File: src/rtl/cfgp_pkg.sv
package cfgp_pkg;

  localparam int DW = 32;

  typedef enum logic [1:0] {
    KIND_ADDR = 2'd0,
    KIND_DATA = 2'd1,
    KIND_MAP  = 2'd2,
    KIND_NONE = 2'd3
  } kind_e;

  typedef enum logic [1:0] {
    ST_IDLE = 2'd0,
    ST_REQ  = 2'd1,
    ST_RESP = 2'd2
  } state_e;

  typedef struct packed {
    logic          wr;
    logic [7:0]    bus;
    logic [7:0]    devfn;
    logic [7:0]    off;
    logic [1:0]    len;
    logic [DW-1:0] wdata;
  } dreq_t;

  // Size codes 2 and 3 both mean a full word.
  function automatic logic [1:0] norm_len(input logic [1:0] sz);
    return sz[1] ? 2'd2 : sz;
  endfunction

  function automatic logic [DW-1:0] len_mask(input logic [1:0] len);
    case (len)
      2'd0:    return 32'h0000_00FF;
      2'd1:    return 32'h0000_FFFF;
      default: return 32'hFFFF_FFFF;
    endcase
  endfunction

endpackage

File: src/rtl/cfgp_rst_sync.sv
module cfgp_rst_sync (
  input  logic clk,
  input  logic rst_n,
  output logic rst_n_sync
);
  logic [1:0] sync_q;
  logic [1:0] sync_d;

  always_comb sync_d = {sync_q[0], 1'b1};

  always_ff @(posedge clk or negedge rst_n) begin
    if (!rst_n) sync_q <= 2'b00;
    else        sync_q <= sync_d;
  end

  assign rst_n_sync = sync_q[1];
endmodule

File: src/rtl/cfgp_addr_reg.sv
module cfgp_addr_reg (
  input  logic        clk,
  input  logic        rst_n,
  input  logic        ld,
  input  logic [31:0] ld_val,
  output logic [31:0] sel_q,
  output logic        usable
);
  logic [31:0] sel_d;

  always_comb sel_d = ld ? ld_val : sel_q;

  always_ff @(posedge clk or negedge rst_n) begin
    if (!rst_n) sel_q <= '0;
    else        sel_q <= sel_d;
  end

  // Forwarding needs the enable flag set and a dword-aligned selector.
  assign usable = sel_q[31] && (sel_q[1:0] == 2'b00);

  p_sel_load_r1: assert property (@(posedge clk) disable iff (!rst_n)
    ld |=> (sel_q == $past(ld_val)));

  p_sel_keep_r2: assert property (@(posedge clk) disable iff (!rst_n)
    !ld |=> $stable(sel_q));
endmodule

File: src/rtl/cfgp_idsel_dec.sv
module cfgp_idsel_dec #(
  parameter int IDSEL_LO = 11,
  parameter int IDSEL_N  = 11,
  parameter int AW       = IDSEL_LO + IDSEL_N
) (
  input  logic [AW-1:0] maddr,
  output logic [31:0]   map_word
);
  localparam logic [4:0] NONE_DEV = 5'(IDSEL_N);

  logic [IDSEL_N-1:0] sel;
  logic [IDSEL_N-1:0] first;
  logic [4:0]         dev;

  assign sel = maddr[IDSEL_LO +: IDSEL_N];

  // Isolate the lowest set select line.
  generate
    for (genvar i = 0; i < IDSEL_N; i++) begin : g_first
      if (i == 0) begin : g_lsb
        assign first[i] = sel[i];
      end else begin : g_upper
        assign first[i] = sel[i] && !(|sel[i-1:0]);
      end
    end
  endgenerate

  always_comb begin
    dev = '0;
    for (int i = 0; i < IDSEL_N; i++) begin
      if (first[i]) dev = dev | 5'(i);
    end
    if (!(|sel)) dev = NONE_DEV;
  end

  always_comb map_word = {1'b1, 7'd0, 8'd0, dev, maddr[10:8], maddr[7:2], 2'b00};

  always_comb begin
    p_idsel_single_r9: assert ($onehot0(first));
    if (|sel) begin
      p_idsel_points_r9: assert (((sel >> dev) & 1) != 0);
    end
  end
endmodule

File: src/rtl/cfgp_seq.sv
module cfgp_seq
  import cfgp_pkg::*;
(
  input  logic          clk,
  input  logic          rst_n,
  input  logic          cpu_valid,
  input  kind_e         cpu_kind,
  input  logic          cpu_write,
  input  logic [1:0]    cpu_size,
  input  logic [1:0]    cpu_lane,
  input  logic [DW-1:0] cpu_wdata,
  input  logic [31:0]   sel_q,
  input  logic          sel_usable,
  input  logic [31:0]   map_word,
  output logic          sel_ld,
  output logic [31:0]   sel_ld_val,
  output logic          cpu_ready,
  output logic          rsp_valid,
  output logic [DW-1:0] rsp_rdata,
  output logic          dn_valid,
  input  logic          dn_ready,
  output dreq_t         dn_req,
  input  logic [DW-1:0] dn_rdata,
  input  logic          dn_hit
);
  state_e        st_q, st_d;
  dreq_t         req_q, req_new;
  logic          req_ld;
  logic [DW-1:0] rdata_q, rdata_new;
  logic          rdata_ld;
  logic [1:0]    cur_len;
  logic          accept;

  assign cur_len = norm_len(cpu_size);
  assign accept  = (st_q == ST_IDLE) && cpu_valid;

  always_comb begin
    st_d       = st_q;
    req_ld     = 1'b0;
    rdata_ld   = 1'b0;
    sel_ld     = 1'b0;
    sel_ld_val = cpu_wdata;
    req_new    = req_q;
    rdata_new  = rdata_q;
    unique case (st_q)
      ST_IDLE: begin
        if (cpu_valid) begin
          req_ld        = 1'b1;
          rdata_ld      = 1'b1;
          req_new.wr    = cpu_write;
          req_new.len   = cur_len;
          req_new.wdata = cpu_wdata & len_mask(cur_len);
          rdata_new     = cpu_write ? '0 : len_mask(cur_len);
          st_d          = ST_RESP;
          unique case (cpu_kind)
            KIND_ADDR: begin
              if (cpu_size[1]) begin
                if (cpu_write) sel_ld = 1'b1;
                else           rdata_new = sel_q;
              end
            end
            KIND_DATA: begin
              if (sel_usable) begin
                req_new.bus   = sel_q[23:16];
                req_new.devfn = sel_q[15:8];
                req_new.off   = {sel_q[7:2], cpu_lane};
                st_d          = ST_REQ;
              end
            end
            KIND_MAP: begin
              sel_ld        = 1'b1;
              sel_ld_val    = map_word;
              req_new.bus   = map_word[23:16];
              req_new.devfn = map_word[15:8];
              req_new.off   = {map_word[7:2], cpu_lane};
              st_d          = ST_REQ;
            end
            default: ;
          endcase
        end
      end
      ST_REQ: begin
        if (dn_ready) begin
          rdata_ld  = 1'b1;
          rdata_new = req_q.wr ? '0 :
                      (dn_hit ? (dn_rdata & len_mask(req_q.len)) : len_mask(req_q.len));
          st_d      = ST_RESP;
        end
      end
      ST_RESP: st_d = ST_IDLE;
      default: st_d = ST_IDLE;
    endcase
  end

  always_ff @(posedge clk or negedge rst_n) begin
    if (!rst_n) st_q <= ST_IDLE;
    else        st_q <= st_d;
  end

  always_ff @(posedge clk or negedge rst_n) begin
    if (!rst_n)      req_q <= '0;
    else if (req_ld) req_q <= req_new;
  end

  always_ff @(posedge clk or negedge rst_n) begin
    if (!rst_n)        rdata_q <= '0;
    else if (rdata_ld) rdata_q <= rdata_new;
  end

  assign cpu_ready = (st_q == ST_IDLE);
  assign rsp_valid = (st_q == ST_RESP);
  assign rsp_rdata = rdata_q;
  assign dn_valid  = (st_q == ST_REQ);
  assign dn_req    = req_q;

  p_req_hold_r8: assert property (@(posedge clk) disable iff (!rst_n)
    (dn_valid && !dn_ready) |=> (dn_valid && $stable(dn_req)));

  p_rsp_pulse_r8: assert property (@(posedge clk) disable iff (!rst_n)
    rsp_valid |=> (!rsp_valid && cpu_ready));

  p_gate_enable_r3: assert property (@(posedge clk) disable iff (!rst_n)
    (accept && cpu_kind == KIND_DATA && !sel_q[31]) |=> !dn_valid);

  p_gate_align_r4: assert property (@(posedge clk) disable iff (!rst_n)
    (accept && cpu_kind == KIND_DATA && sel_q[1:0] != 2'b00) |=> !dn_valid);

  p_miss_ones_r7: assert property (@(posedge clk) disable iff (!rst_n)
    (dn_valid && dn_ready && !dn_req.wr && !dn_hit)
      |=> (rsp_rdata == len_mask($past(dn_req.len))));

  p_hit_mask_r6: assert property (@(posedge clk) disable iff (!rst_n)
    (dn_valid && dn_ready && !dn_req.wr && dn_hit)
      |=> (rsp_rdata == ($past(dn_rdata) & len_mask($past(dn_req.len)))));
endmodule

File: src/rtl/cfgp_port.sv
module cfgp_port
  import cfgp_pkg::*;
#(
  parameter int IDSEL_LO = 11,
  parameter int IDSEL_N  = 11,
  parameter int AW       = IDSEL_LO + IDSEL_N
) (
  input  logic          clk,
  input  logic          rst_n,
  input  logic          cpu_valid,
  output logic          cpu_ready,
  input  logic [1:0]    cpu_kind,
  input  logic          cpu_write,
  input  logic [1:0]    cpu_size,
  input  logic [AW-1:0] cpu_addr,
  input  logic [31:0]   cpu_wdata,
  output logic          cpu_rsp_valid,
  output logic [31:0]   cpu_rdata,
  output logic          dn_valid,
  input  logic          dn_ready,
  output logic          dn_write,
  output logic [7:0]    dn_bus,
  output logic [7:0]    dn_devfn,
  output logic [7:0]    dn_offset,
  output logic [1:0]    dn_len,
  output logic [31:0]   dn_wdata,
  input  logic [31:0]   dn_rdata,
  input  logic          dn_hit
);
  logic        rst_n_s;
  logic        sel_ld;
  logic [31:0] sel_ld_val;
  logic [31:0] sel_q;
  logic        sel_usable;
  logic [31:0] map_word;
  dreq_t       dn_req;

  cfgp_rst_sync u_rst (
    .clk        (clk),
    .rst_n      (rst_n),
    .rst_n_sync (rst_n_s)
  );

  cfgp_addr_reg u_sel (
    .clk    (clk),
    .rst_n  (rst_n_s),
    .ld     (sel_ld),
    .ld_val (sel_ld_val),
    .sel_q  (sel_q),
    .usable (sel_usable)
  );

  cfgp_idsel_dec #(
    .IDSEL_LO (IDSEL_LO),
    .IDSEL_N  (IDSEL_N),
    .AW       (AW)
  ) u_dec (
    .maddr    (cpu_addr),
    .map_word (map_word)
  );

  cfgp_seq u_seq (
    .clk        (clk),
    .rst_n      (rst_n_s),
    .cpu_valid  (cpu_valid),
    .cpu_kind   (kind_e'(cpu_kind)),
    .cpu_write  (cpu_write),
    .cpu_size   (cpu_size),
    .cpu_lane   (cpu_addr[1:0]),
    .cpu_wdata  (cpu_wdata),
    .sel_q      (sel_q),
    .sel_usable (sel_usable),
    .map_word   (map_word),
    .sel_ld     (sel_ld),
    .sel_ld_val (sel_ld_val),
    .cpu_ready  (cpu_ready),
    .rsp_valid  (cpu_rsp_valid),
    .rsp_rdata  (cpu_rdata),
    .dn_valid   (dn_valid),
    .dn_ready   (dn_ready),
    .dn_req     (dn_req),
    .dn_rdata   (dn_rdata),
    .dn_hit     (dn_hit)
  );

  assign dn_write  = dn_req.wr;
  assign dn_bus    = dn_req.bus;
  assign dn_devfn  = dn_req.devfn;
  assign dn_offset = dn_req.off;
  assign dn_len    = dn_req.len;
  assign dn_wdata  = dn_req.wdata;
endmodule

File: config.mk
export PLATFORM = sky130hd
export DESIGN_NAME = cfgp_port
export DESIGN_NICKNAME = d
export VERILOG_FILES = /design/src/rtl/cfgp_pkg.sv /design/src/rtl/cfgp_rst_sync.sv /design/src/rtl/cfgp_addr_reg.sv /design/src/rtl/cfgp_idsel_dec.sv /design/src/rtl/cfgp_seq.sv /design/src/rtl/cfgp_port.sv
export SDC_FILE = /design/constraint.sdc
export NUM_CORES = 1
export LEC_CHECK = 0
export ABC_AREA = 1
export BUFFER_PORTS_ARGS = -buffer_cell sky130_fd_sc_hd__buf_2
export CAP_MARGIN = 20
export CORE_AREA = 3 3 137 139
export CTS_CLUSTER_SIZE = 12
export DETAILED_ROUTE_END_ITERATION = 8
export DIE_AREA = 0 0 140 142
export PLACE_DENSITY_LB_ADDON = 0.05
export RECOVER_POWER = 25
export REMOVE_ABC_BUFFERS = 1
export SKIP_LAST_GASP = 1
export SLEW_MARGIN = 20
export SYNTH_ARGS = -nofsm -noshare
export SYNTH_HDL_FRONTEND = slang
export SYNTH_HIERARCHICAL = 1
export SYNTH_SLANG_ARGS = --single-unit
File: constraint.sdc
create_clock -name clk -period 4 [get_ports clk]
set_clock_uncertainty 0.15 [all_clocks]
set_input_delay 1.2 -clock clk [delete_from_list [all_inputs] [get_ports clk]]
set_output_delay 1.2 -clock clk [all_outputs]
set_load 0.01 [all_outputs]
== After elaboration in Yosys (flattened, before gate mapping) ==
Cells that the tools add are included.
Storage, ports and cells
  register bits after elaboration: 127
  latch bits: 0
  memory bits (writable): 0
  memory bits (read-only): 0
  output and inout port bits: 94
  word-level logic and storage cells: 109
  memories: 0
Operators by class
  add/subtract/negate cells: 0
  multiply operators: 0
  div/mod/pow operators: 0
  magnitude comparators: 0
  equal/unequal tests: 9
  shift operators: 0
  multiplexer cells: 46
  bitwise operators: 2
  reduce and logical (&&, ||, !) cells: 42
Operators with widths (number)
  $mux W32: 15
  $pmux W32 S2: 3
  $and A32 B32 Y32: 2
  $pmux W24 S2: 1
  $mux W24: 1
  $mux W2: 6
  $mux W3: 4
  $mux W4: 3
  $logic_and A1 B1 Y1: 11
  $reduce_or A11 Y1: 1
  $logic_not A1 Y1: 10
  $logic_not A2 Y1: 5
  $reduce_or A10 Y1: 1
  $reduce_or A9 Y1: 1
  $eq A2 B1 Y1 const B: 4
  $mux W1: 8
  $pmux W2 S2: 2
  $reduce_or A8 Y1: 1
  $reduce_or A7 Y1: 1
  $reduce_or A6 Y1: 1
  $mux W5: 1
  $reduce_and A5 Y1: 1
  $reduce_or A5 Y1: 1
  $eq A2 B2 Y1 const B: 2
  10 further kinds: 13

== Depth between registers and ports, before layout ==
Gate-level depths: netlist of the first run.
  depth in word-level cells: 16
  gate-level depth with buffers: 11
  depth with buffers taken out: 9

== Modules after synthesis ==
The synthesis of the first run kept the hierarchy.
Modules (own cells, without submodules)
  cfgp_seq: times used 1, cells an instance 765, area each 5321.4 um^2
  cfgp_addr_reg: times used 1, cells an instance 139, area each 1315.0 um^2
  cfgp_idsel_dec: times used 1, cells an instance 57, area each 345.3 um^2
  cfgp_rst_sync: times used 1, cells an instance 3, area each 53.8 um^2

== Worst setup path before layout of the first run ==
OpenSTA, ideal clock, no wires.
  path kind: input to register
  start: input port cpu_kind[0]
  end: register u_sel.sel_q[1]
  library setup time: 0.116 ns
  arrival time: 2.250 ns
  data required time: 3.734 ns
  slack: 1.484 ns
  stages on the path: 10
  buffers on the path: 3
  path through: inv_1 > ha_1 > buf_2 > nand2_1 > o21ai_0 > buf_6 > inv_8 > buf_12 > nand2_2 > nand2_1
Between the ends
  longest elaborated chain between the ends: 4
  elaborated cells on any way between the ends: 8
RTL lines
  start: declaration: line cfgp_port.sv:12  | input logic [1:0] cpu_kind,
  $eq A2 B2 Y1 / $logic_not A2 Y1 (equally long branches): line cfgp_seq.sv:55  | unique case (cpu_kind)
  $pmux W1 S2 (*): line cfgp_seq.sv:55
  $mux W1 (*): line cfgp_seq.sv:47  | if (cpu_valid) begin
  $mux W1 (*): line cfgp_seq.sv:45  | unique case (st_q)
  net sel_ld: line cfgp_port.sv:31  | logic sel_ld;
  end signal: assignment: line cfgp_addr_reg.sv:15  | else sel_q <= sel_d;
  end: declaration: line cfgp_addr_reg.sv:6  | output logic [31:0] sel_q,
Mark *: on every way through the listed nets, which the timed path passes. The rest lies on a longest branch.
A chain may end at the register's enable or synchronous reset.

== Final worst setup path of the first run ==
  start: register u_seq.st_q[0]
  end: output port dn_valid
Between the ends
  longest elaborated chain between the ends: 1
RTL lines
  start: declaration: line cfgp_seq.sv:26  | state_e st_q, st_d;
  start signal: assignment: line cfgp_seq.sv:97  | else st_q <= st_d;
  $eq A2 B1 Y1: line cfgp_seq.sv:113  | assign dn_valid = (st_q == ST_REQ);
  end: declaration: line cfgp_port.sv:19  | output logic dn_valid,
Every way passes these cells.

==> results.py, run 1 <==
metrics = {
    "status": {
        "outcome": "completed",
    },
    "routing": {
        "dr.pass1.iters": 5,
        "dr.first_iter.drc_count": 393,
        "avgRoutedWirePerCell_um": 14.99,
        "vias": 6314,
        "remaining_drc_errors": 0,
        "ant_nets": 0,
        "vias_per_cell": 4.643,
        "drt-total-wl_um": 20380,
    },
    "global_route": {
        "antenna_found_initial": 0,
        "grt_pass1_wl_um": 33220,
        "grt_pass1_vias": 6198,
        "gr-total-overflow": 0,
        "grt_max_degree": 77,
        "grtUsageTotal_pct": 21.01,
    },
    "clock_network": {
        "clk_pin_slew_ns": 0.06,
        "clk_latency_ns": 0.42,
        "cts_tree": "yes",
        "hold_buffers": 0,
        "cts_resized": 0,
        "h-tree-depth": 4,
        "numClockSinks": 127,
        "cts_buffer_depth": 2,
        "cts_root_buf": "clkbuf_16",
        "cts_buffers": 17,
        "post_cts_buffers": 0,
    },
    "floorplanning": {
        "placementRows": 49,
        "dieArea_um2": 19880,
        "ios": 190,
        "core_area_um2": 17780,
        "start_util_pct": 39.57,
        "die_h_um": 142,
        "die_w_um": 140,
    },
    "sta": {
        "setup_tns_ns": 0,
        "period_needed_ns": 2.912,
        "slew_viol_final": 0,
        "worstMarginPinSlew_ns": 1.260,
        "clock.fmax_mhz": 343.4,
        "final-hold-violation-count": 0,
        "setup_viol": 0,
        "relSlewSlack_pct": 16.00,
        "whs_ns": 0.2000,
        "period_share_pct": 72.79,
        "rsz0062_at_grt": "false",
    },
    "setup_path": {
        "crit_required_ns": 2.65,
        "r2r-start": "u_rst/sync_q[1]",
        "crit_path_end": "dn_valid",
        "timing.reg2reg.setup_slack_ns": 1.29,
        "r2r_cells": 2,
        "arrival_ns": 1.56,
        "crit_start": "u_seq/st_q[0]",
        "worstSetupStartpointType": "flop",
        "rr_endpoint": "u_seq/rsp_rdata[6]",
        "cp_max_fo": 19,
        "crit_type": "flop to output pin",
        "endpoint_kind": "output pin",
    },
    "synth": {
        "yosys_warnings": 6,
        "synth_most_common_cell": "nand2_1",
        "synth_largest_area_cell": "dfrtp_1",
        "ys.flop_type": "dfrtp_1",
        "ys_types": 32,
        "synth_seq_area_share_pct": 45.17,
        "synth_area_um2": 7035,
        "synth_edf_count": 0,
        "synth_cells": 964,
        "netlist_top_cells_count": "nand2_1 (418), dfrtp_1 (127), inv_1 (84)",
        "yosysTopAreaCellShare_pct": 45.17,
        "ys_top_cells_by_area": "dfrtp_1 (45%), nand2_1 (22%), o21ai_0 (4.6%), inv_1 (4.5%), buf_4 (3.8%)",
        "synth-seq-cells": 127,
        "syn_area_per_cell_um2": 7.298,
        "async_flop_share_pct": 100.0,
    },
    "place": {
        "dpl-instance-area_um2": 7835,
        "port_buffers": 189,
        "gp_congestion": 0.7709,
        "hpwl_um": 14030,
    },
    "final_layout": {
        "fin_util_pct": 47.51,
        "syn_to_final_growth_pct": 20.06,
        "multi_input_area_um2": 2998,
        "fin_nets": 1217,
        "drive_gt1_share_pct": 23.89,
        "postLayoutCellArea_um2": 8447,
        "regArea_um2": 3178,
        "fill_cells": 1899,
    },
    "power_and_ir_drop": {
        "ir_drop_mv": 0.3376,
        "power.density_nw_per_um2": 560.3,
        "power_leakage_nw": 4.866,
    },
    "flow_run": {
        "drv_cap": 0,
    },
    "min_path": {
        "min_path_type": "flop to flop",
    },
}
-- layer usage --
metal  up-vias  GRT usage [%]  routed length [um]  share of wire, %
met1      2896          30.47               10210                50
met2       142          32.39                9038                44
met4         0          5.456                 216               1.1
met5         -              0                   0                 0
li1       3259              -                   -                 -
met3        17          4.301                 915               4.5
-- critical path: stages, from the launching register on --
cell,delay (ns)
dfrtp_1,0.45
inv_2,0.08
nor2_4,0.38
buf_2,0.23
-- power breakdown --
part | leakage [nW] | internal (mW) | switching (mW) | total (mW)
Combinational | 2.95 | 0.467 | 0.801 | 1.27
Sequential | 1.61 | 1.64 | 0.219 | 1.86
Clock | 0.299 | 1.02 | 0.581 | 1.61
Total | 4.87 | 3.13 | 1.60 | 4.73
-- registers in the layout, summed over array words and instances, names as in the netlist --
signal,flops
u_rst/sync_q,2
u_seq/st_q,2
u_seq/rsp_rdata,32
u_sel/sel_q,32
u_seq/dn_req,59
-- logic make-up (layout without fill, tap and decap cells) --
| kind of cell | Yosys count | count (layout) | share of synthesized area, % |
|---|---|---|---|
| compound gates | 106 | 106 | 7.772 |
| fa+ha+maj | 4 | 4 | 0.7114 |
| buf+inv | 174 | 323 | 13.28 |
| flops | 127 | 127 | 45.17 |
| other cells | 3 | 21 | 0.1600 |
| simple gates | 550 | 550 | 32.90 |
-- worst min path at each step --
stage                          from  slack [ns]  cells past startpoint               to
floorplan           u_rst/sync_q[0]        0.18                      0  u_rst/sync_q[1]
CTS                 u_rst/sync_q[0]        0.20                      0  u_rst/sync_q[1]
finish              u_rst/sync_q[0]        0.20                      0  u_rst/sync_q[1]
global route        u_rst/sync_q[0]        0.22                      0  u_rst/sync_q[1]
detailed placement  u_rst/sync_q[0]        0.19                      0  u_rst/sync_q[1]
global placement    u_rst/sync_q[0]        0.18                      0  u_rst/sync_q[1]
-- cell type report --
type / count / share of cell area [%]
tap: 229 / 3.392
clock inverter: 11 / 1.644
sequential: 127 / 37.62
inverter: 92 / 4.207
multi-input combinational: 680 / 35.49
timing repair buffer: 199 / 12.04
antenna: 1 / 0.02963
clock buffer: 21 / 5.570
-- cell usage in the layout, fill, tap and decap left out, types with 2 or more instances in the layout --
cell and instances:
nand2_1 418, buf_2 188, dfrtp_1 127, inv_1 84
o21ai_0 63, nand3_1 46, nand4_1 32, nor2_1 23
conb_1 20, o21ai_1 20, nand2_2 18, clkbuf_16 17
a21oi_1 17, buf_4 9, clkinv_2 5, nor2_4 4
inv_2 4, o21ai_2 4, ha_1 4, clkbuf_8 3
bufinv_16 3, or2_2 3, clkinvlp_4 2, clkbuf_1 2
nor2_2 2, clkinv_1 2, nand2_4 2
-- stage by stage --
| step | power [mW] | instances | setup WS (ns) |
|---|---|---|---|
| after global routing | 5.049 | 1359 | 0.7872 |
| after CTS | 4.787 | 1358 | 1.082 |
| after detailed placement | 3.161 | 1326 | 0.6486 |
| after global placement | 3.149 | 1326 | 0.7564 |
| final | 4.733 | 1360 | 1.088 |
| after floorplan | 2.575 | 899 | -0.7449 |
No activity file was read; power rests on OpenSTA's default activity.
==> inputs of run 2 (changes only) <==
--- a/config.mk
+++ b/config.mk
@@ -5,13 +5,13 @@
 export SDC_FILE = /design/constraint.sdc
 export NUM_CORES = 1
 export LEC_CHECK = 0
-export ABC_AREA = 1
+export ABC_AREA = 0
 export BUFFER_PORTS_ARGS = -buffer_cell sky130_fd_sc_hd__buf_2
 export CAP_MARGIN = 20
-export CORE_AREA = 3 3 137 139
+export CORE_AREA = 3 3 136 138
 export CTS_CLUSTER_SIZE = 12
 export DETAILED_ROUTE_END_ITERATION = 8
-export DIE_AREA = 0 0 140 142
+export DIE_AREA = 0 0 139 141
 export PLACE_DENSITY_LB_ADDON = 0.05
 export RECOVER_POWER = 25
 export REMOVE_ABC_BUFFERS = 1
==> constraint.sdc (replaced) <==
create_clock -name clk -period 2.95 [get_ports clk]
set_clock_uncertainty 0.15 [all_clocks]
set_input_delay 0.885 -clock clk [delete_from_list [all_inputs] [get_ports clk]]
set_output_delay 0.885 -clock clk [all_outputs]
set_load 0.01 [all_outputs]
==> run 2 against run 1 <==
Net effect: final cell count down 28%; setup slack got worse by 0.80 ns; core utilization grew 1.6 points; global-route usage is 1.1 points lower; synthesized cell count decreased by 40%; critical endpoint unchanged.
==> results.py, run 2 <==
metrics = {
    "synth": {
        "synth_compound_area_share_pct": 11.05,
        "synth_seq_area_share_pct": 45.86,
        "synth-xor-area-share_pct": 0,
        "yosysTopAreaCellShare_pct": 45.86,
        "ys_top_cells_by_area": "dfrtp_1 (46%), mux2_2 (14%), mux2_4 (11%), buf_4 (3.3%), nor2b_1 (3.2%)",
        "yosys_warnings": 6,
        "synth_most_common_cell": "dfrtp_1",
        "synth_area_um2": 6929,
        "synth_edf_count": 0,
        "muxShareOfSynthArea_pct": 24.99,
        "synthAdderAreaFrac_pct": 0.7223,
        "synth_top_family_by_area": "multiplexers",
        "yosys.area_share.simple_pct": 9.642,
        "synth_cells": 577,
        "netlist_top_cells_count": "dfrtp_1 (127), mux2_2 (84), nand2_1 (52)",
        "async_flop_share_pct": 100.0,
        "syn_area_per_cell_um2": 12.01,
        "synth_largest_area_cell": "dfrtp_1",
        "ys_types": 45,
        "ys.flop_type": "dfrtp_1",
        "synth-seq-cells": 127,
    },
    "clock_network": {
        "post_cts_buffers": 0,
        "cts_buffers": 17,
        "clk_latency_ns": 0.41,
        "hold_buffers": 0,
        "cts_tree": "yes",
        "clk_pin_slew_ns": 0.06,
        "cts_resized": 0,
        "h-tree-depth": 4,
        "cts_root_buf": "clkbuf_16",
        "numClockSinks": 127,
        "cts_buffer_depth": 2,
    },
    "floorplanning": {
        "dieArea_um2": 19600,
        "start_util_pct": 40.06,
        "core_area_um2": 17300,
        "placementRows": 48,
        "die_h_um": 141,
        "ios": 190,
        "die_w_um": 139,
    },
    "sta": {
        "final-hold-violation-count": 0,
        "period_needed_ns": 2.667,
        "setup_viol": 0,
        "layout_setup_ws_ns": 0.2834,
        "slew_viol_final": 0,
        "worstMarginPinSlew_ns": 1.486,
        "whs_ns": 0.09048,
        "period_share_pct": 90.39,
        "relSlewSlack_pct": 0.9093,
        "clock.fmax_mhz": 375.0,
        "rsz0062_at_grt": "false",
    },
    "setup_path": {
        "endpoint_kind": "output pin",
        "r2r-start": "u_sel/sel_q[1]",
        "path_cells": "nand2b_1 -> inv_4 -> buf_2",
        "cp_max_fo": 17,
        "max_stage_delay_ns": 0.54,
        "cp.depth": 3,
        "r2r_cells": 4,
        "worst-path-buf-inv": 2,
        "rr_endpoint": "u_seq/dn_req[55]",
        "arrival_ns": 1.63,
        "crit_type": "flop to output pin",
        "crit_path_end": "dn_valid",
        "crit_start": "u_seq/st_q[1]",
        "timing.reg2reg.setup_slack_ns": 0.62,
        "crit_required_ns": 1.92,
        "crit_path_top_delay_cell": "dfrtp_1",
        "cp_top_family": "flip-flops",
        "worstSetupStartpointType": "flop",
    },
    "final_layout": {
        "fin_nets": 847,
        "postLayoutCellArea_um2": 8494,
        "multi_input_area_um2": 3304,
        "fin_util_pct": 49.11,
        "fill_cells": 1637,
        "drive_gt1_share_pct": 50.53,
        "regArea_um2": 3178,
        "layout_common_cells": "buf_2 (188), dfrtp_1 (127), mux2_2 (84)",
        "largest_reg_flops": 59,
        "final_common_cell": "buf_2",
        "syn_to_final_growth_pct": 22.59,
    },
    "global_route": {
        "grt_pass1_vias": 5448,
        "grtUsageTotal_pct": 19.90,
        "grt_max_degree": 68,
        "grt_pass1_wl_um": 30660,
        "gr-total-overflow": 0,
        "antenna_found_initial": 1,
    },
    "place": {
        "dpl-instance-area_um2": 7903,
        "dp_slack_ns": 0.1764,
        "port_buffers": 189,
        "hpwl_um": 13020,
        "gp_congestion": 0.7582,
    },
    "min_path": {
        "min_path_type": "input port to asynchronous set/reset pin",
    },
    "flow_run": {
        "drv_cap": 0,
    },
    "power_and_ir_drop": {
        "power.density_nw_per_um2": 769.8,
        "total_power_mw": 6.539,
        "ir_drop_mv": 0.4250,
        "power_leakage_nw": 4.012,
    },
    "routing": {
        "dr.max_layer_used": "met4",
        "wl_met3_um": 858,
        "avgRoutedWirePerCell_um": 19.37,
        "dr.pass1.iters": 4,
        "vias": 4954,
        "wl_met1_um": 8835,
        "ant_nets": 0,
        "wl_met2_um": 9164,
        "drt-total-wl_um": 19100,
        "vias_per_cell": 5.024,
        "dr.first_iter.drc_count": 238,
        "remaining_drc_errors": 0,
    },
    "status": {
        "outcome": "completed",
    },
}
## run 2: cell types whose count changed after synthesis, moves of 32 or more
cell     previous run  this run
inv_1              84         4
mux2_4              0        50
nor2b_1             0        35
nand3_1            46         0
nand2_1           418        52
mux2_2              0        84
nand4_1            32         0
o21ai_0            64        27
## run 2: logic make-up after synthesis
kind of cell    after synthesis
fa+ha+maj                     4
simple gates                125
mux                         137
compound gates              101
other cells                   3
buf+inv                      80
flops                       127
## run 2: metal layers
layer  global-route usage (%)  up-vias
met4                    5.664        0
met2                    32.93      127
met5                        0        -
met1                    26.02     2442
li1                         -     2368
met3                    5.054       17
## run 2: worst min path at each step
stage	end	start	slack (ns)
finish	u_rst/sync_q[0]	rst_n	0.09
global placement	u_sel/sel_q[5]	u_rst/sync_q[1]	0.16
global route	u_rst/sync_q[0]	rst_n	0.07
floorplan	u_rst/sync_q[1]	u_rst/sync_q[0]	0.18
detailed placement	u_seq/dn_req[5]	u_rst/sync_q[1]	0.17
CTS	u_rst/sync_q[1]	rst_n	0.08
## run 2: per-stage QoR
step	setup TNS [ns]	cells
after floorplan	-185.39	521
after global placement	0	953
after detailed placement	0	953
after CTS	0	985
after global routing	0	986
final	0	986
## run 2: layout make-up
class | count | share of cell area [%]
flip-flops and latches | 127 | 37.41
diodes | 1 | 0.02946
multi-input cells | 387 | 38.90
well taps | 225 | 3.314
inverters | 7 | 0.3388
clock buffers | 22 | 5.700
repair buffers | 207 | 13.01
clock inverters | 10 | 1.296
## run 2: report_power, final
part / switching, mW / total (mW) / internal (mW)
Sequential: 0.345 / 2.60 / 2.25
Combinational: 0.808 / 1.83 / 1.02
Clock: 0.784 / 2.11 / 1.33
Total: 1.94 / 6.54 / 4.60
